### src/rtl/modadd_half.sv
module modadd_half #(
  parameter int W = 32
) (
  input  logic         clk,
  input  logic         rst,
  input  logic [W-1:0] a_in,
  input  logic [W-1:0] b_in,
  output logic [W-1:0] sum_out,
  output logic         valid_out,
  output logic         accept_out
);
  localparam int SW = W + 1;

  logic          cin_q;
  logic          cout_q;
  logic [SW-1:0] full_sum;
  logic          cout;

  assign full_sum = {1'b0, a_in} + {1'b0, b_in} + {{W{1'b0}}, cin_q};
  assign cout     = full_sum[W];

  always_ff @(posedge clk) begin
    if (rst) begin
      cin_q  <= 1'b1;
      cout_q <= 1'b0;
    end else begin
      cin_q  <= ~cin_q;
      cout_q <= cout;
    end
  end

  assign sum_out    = full_sum[W-1:0];
  assign valid_out  = (cin_q & cout) | (~cin_q & ~cout_q);
  assign accept_out = cin_q;
endmodule


### config.mk
export PLATFORM = sky130hd
export DESIGN_NAME = modadd_half
export DESIGN_NICKNAME = d
export VERILOG_FILES = /design/src/rtl/modadd_half.sv
export SDC_FILE = /design/constraint.sdc
export NUM_CORES = 1
export LEC_CHECK = 0
export ABC_AREA = 1
export BUFFER_PORTS_ARGS = -buffer_cell sky130_fd_sc_hd__buf_2
export CAP_MARGIN = 20
export CORE_MARGIN = 1.5
export CORE_UTILIZATION = 52
export DETAILED_ROUTE_END_ITERATION = 16
export PLACE_DENSITY_LB_ADDON = 0.15
export SYNTH_ARGS = -nofsm -noshare
export SYNTH_HDL_FRONTEND = slang
export SYNTH_SLANG_ARGS = --single-unit
### constraint.sdc
create_clock -name clk -period 3.75 [get_ports clk]
set_input_delay 0.75 -clock clk [delete_from_list [all_inputs] [get_ports clk]]
set_output_delay 0.75 -clock clk [all_outputs]
set_load 0.01 [all_outputs]
==> metrics.txt <==
status=completed; Hold Fails Final Rpt=0; Initial Util=53.7%; met1 wire length=3.55 mm; final setup fails=0; clock latency at the later pin of the worst-skew pair=0.21 ns; post-DP HPWL=6.34 mm; number of fill cells in the layout=567; Longest Clk Path Bufs=2; Die X=75.6 um; Pre-Repair DR Iteration Count=4; Worst Tran Pin Value=0.242 ns; top cells by area, synth=nand2_1, inv_1, ha_1; global route overflow=0; routability congestion estimate=0.951; sequential fraction of the synthesis area=1.46%; # IOs=100; RSZ-0062 raised after global routing=false; residual DRC count=0; Flop pwr share=3.9%; internal power=294 uW; Area growth syn-to-layout=14.0%; metal2 WL=3.15 mm; FF+latch count, synth=2; Final nets=732; mux cell area share after synthesis=0%; Routed wire per std cell=10.1 um; Total Wirelength=7.07 mm; simple-gate share of the synthesized area=47.9%; Detail Route Antenna Nets=0; first-pass GRT wire length=11.0 mm; clk_skew=0.00216 ns; Post-Syn Area=2740 sq um; setup TNS=0 ns; Synth async-reset ratio=0%; Logic pwr share=82.7%; Hold Crit Class=register to register; Max Cap Viol=0; Worst Setup Path Type=input pin to output pin; Worst EP required=3.00 ns; root buf cell=clkbuf_8; Post-synth EDFFs=0; sw frac=53.4%; Syn Inst Count=561; maximum vdd drop=133 uV; crit-path max FO=3; Die ar.=5720 sq um; Avg Inst Size Synth=4.89 sq um; Post-CTS Setup Bufs=0; Rows=26; crit end category=output pin; final hold slack=0.445 ns; met3 WL=299 um; share of the synthesized area in the top cell type=33.9%; leakage power=2.25 nW; Net Switching=336 uW; top_reg_cell synth=dfxtp_1; Adder-Cell Fraction of Synth Area=15.6%; Post-synth top cells=nand2_1, inv_1, nor2_1; Vias=3,173; clock-pin slew on the worst setup and hold paths=0.03 ns; arrival time worst endpoint=2.68 ns; vias per cell=4.53; min Tclk post-route=3.43 ns; Synth Area in Compound Gates=4.38%; clock group share of total power=13.4%; top layer in use=met4; CTS Hold Bufs=0; htree depth=1; Max Slew Vio Count=0; Netlist cell types=19; CTS resizes=0; # diodes=0; TritonCTS Sinks=2; Rel. slew slack=83.8%; gr usage total=24.5%; most common cell in the netlist=nand2_1; startpoint types=input pin; Buffers on Ports=99; initial antenna violation count=0; TritonCTS clock tree=yes; area leader, netlist=nand2_1; post-synthesis xor/xnor area fraction=4.79%; Core Box Area=5110 sq um; total CTS buffers=3; Die Ht=75.6 um; total power draw=630 uW; Power Dens Cells=201 nW/um^2; syn_nets=660; ratio of cells with drive above 1 in the final layout=17.7%; largest family of logic cells by synthesized area=simple AND/OR/NAND/NOR gates; largest net degree at the start of global routing=7; Max Fclk=291 MHz; First DRT Iteration DRCs=102; vias in the first global route=2,610; Tcrit/Tclk final=91.6%; Synth Warn #=0
layer usage:
metal / vias up / GRT usage (%)
li1: 1765 / -
met1: 1329 / 34.4
met2: 71 / 42.3
met3: 8 / 1.06
met4: 0 / 4.17
met5: - / 0
area by class of cell:
cell class              count  area [sq um]  share of cell area (%)
clock buffers               3          41.3                    1.32
repair buffers             99           495                    15.8
inverters                 125           469                    15.0
well taps                  70          87.6                    2.80
multi-input cells         402          1990                    63.8
flip-flops and latches      2          40.0                    1.28
path summary, 6_finish.rpt:
| check | from | to | slack, ns | cells past startpoint |
|---|---|---|---|---|
| setup / recovery | a_in[0] | sum_out[16] | 0.32 | 11 |
| hold / removal | accept_out$_SDFF_PP1_ | accept_out$_SDFF_PP1_ | 0.45 | 1 |
| hold reg to reg | accept_out$_SDFF_PP1_ | accept_out$_SDFF_PP1_ | 0.45 | 1 |
| setup reg to reg | accept_out$_SDFF_PP1_ | cout_q$_SDFF_PP0_ | 1.76 | 10 |
placed cells by master (no fill, tap or decap), types with 3 or more instances in the layout:
cell      synthesis  routed
nand2_1         248     248
nand2_2           8       8
clkbuf_8          0       3
buf_2             0      99
inv_1           125     125
nand3_1          25      25
nor2_1           39      39
a21oi_1          21      21
xor2_1           13      13
ha_1             31      31
nor3_1            5       5
registers in the layout (all words and copies together), names as in the netlist:
register    flops
accept_out      1
cout_q          1
cells by family after synthesis:
| group | count (synthesis) |
|---|---|
| xor+xnor | 15 |
| simple gates | 331 |
| fa+ha+maj | 33 |
| compound gates | 23 |
| buf+inv | 157 |
| flops | 2 |
stage by stage:
| step | worst slack [ns] | area (sq um) | utilization (%) | std cells |
|---|---|---|---|---|
| 2_1_floorplan | 0.590 | 2740 | - | 561 |
| 3_3_place_gp | 0.361 | 3090 | 60.4 | 698 |
| 3_5_place_dp | 0.335 | 3090 | 60.4 | 698 |
| 4_1_cts | 0.325 | 3130 | 61.2 | 701 |
| 5_1_grt | 0.158 | 3130 | 61.2 | 701 |
| 6_report | 0.316 | 3130 | 61.2 | 701 |
critical path, stage by stage:
cell	delay, ns
buf_2	0.11
fa_1	0.47
fa_1	0.44
nand2_1	0.09
nand2_1	0.09
nand3_1	0.11
nand2_2	0.08
nand2_1	0.08
nand2_2	0.09
xor2_1	0.21
buf_2	0.17
power by group through the flow:
stage          clock, mW  combinational (mW)  sequential, mW
2_1_floorplan          0               0.436          0.0248
3_3_place_gp           0               0.514          0.0245
3_5_place_dp           0               0.518          0.0246
4_1_cts           0.0871               0.521          0.0244
5_1_grt           0.0877               0.591          0.0246
6_report          0.0844               0.521          0.0244
Note: power is estimated with default switching activity, not from simulation.
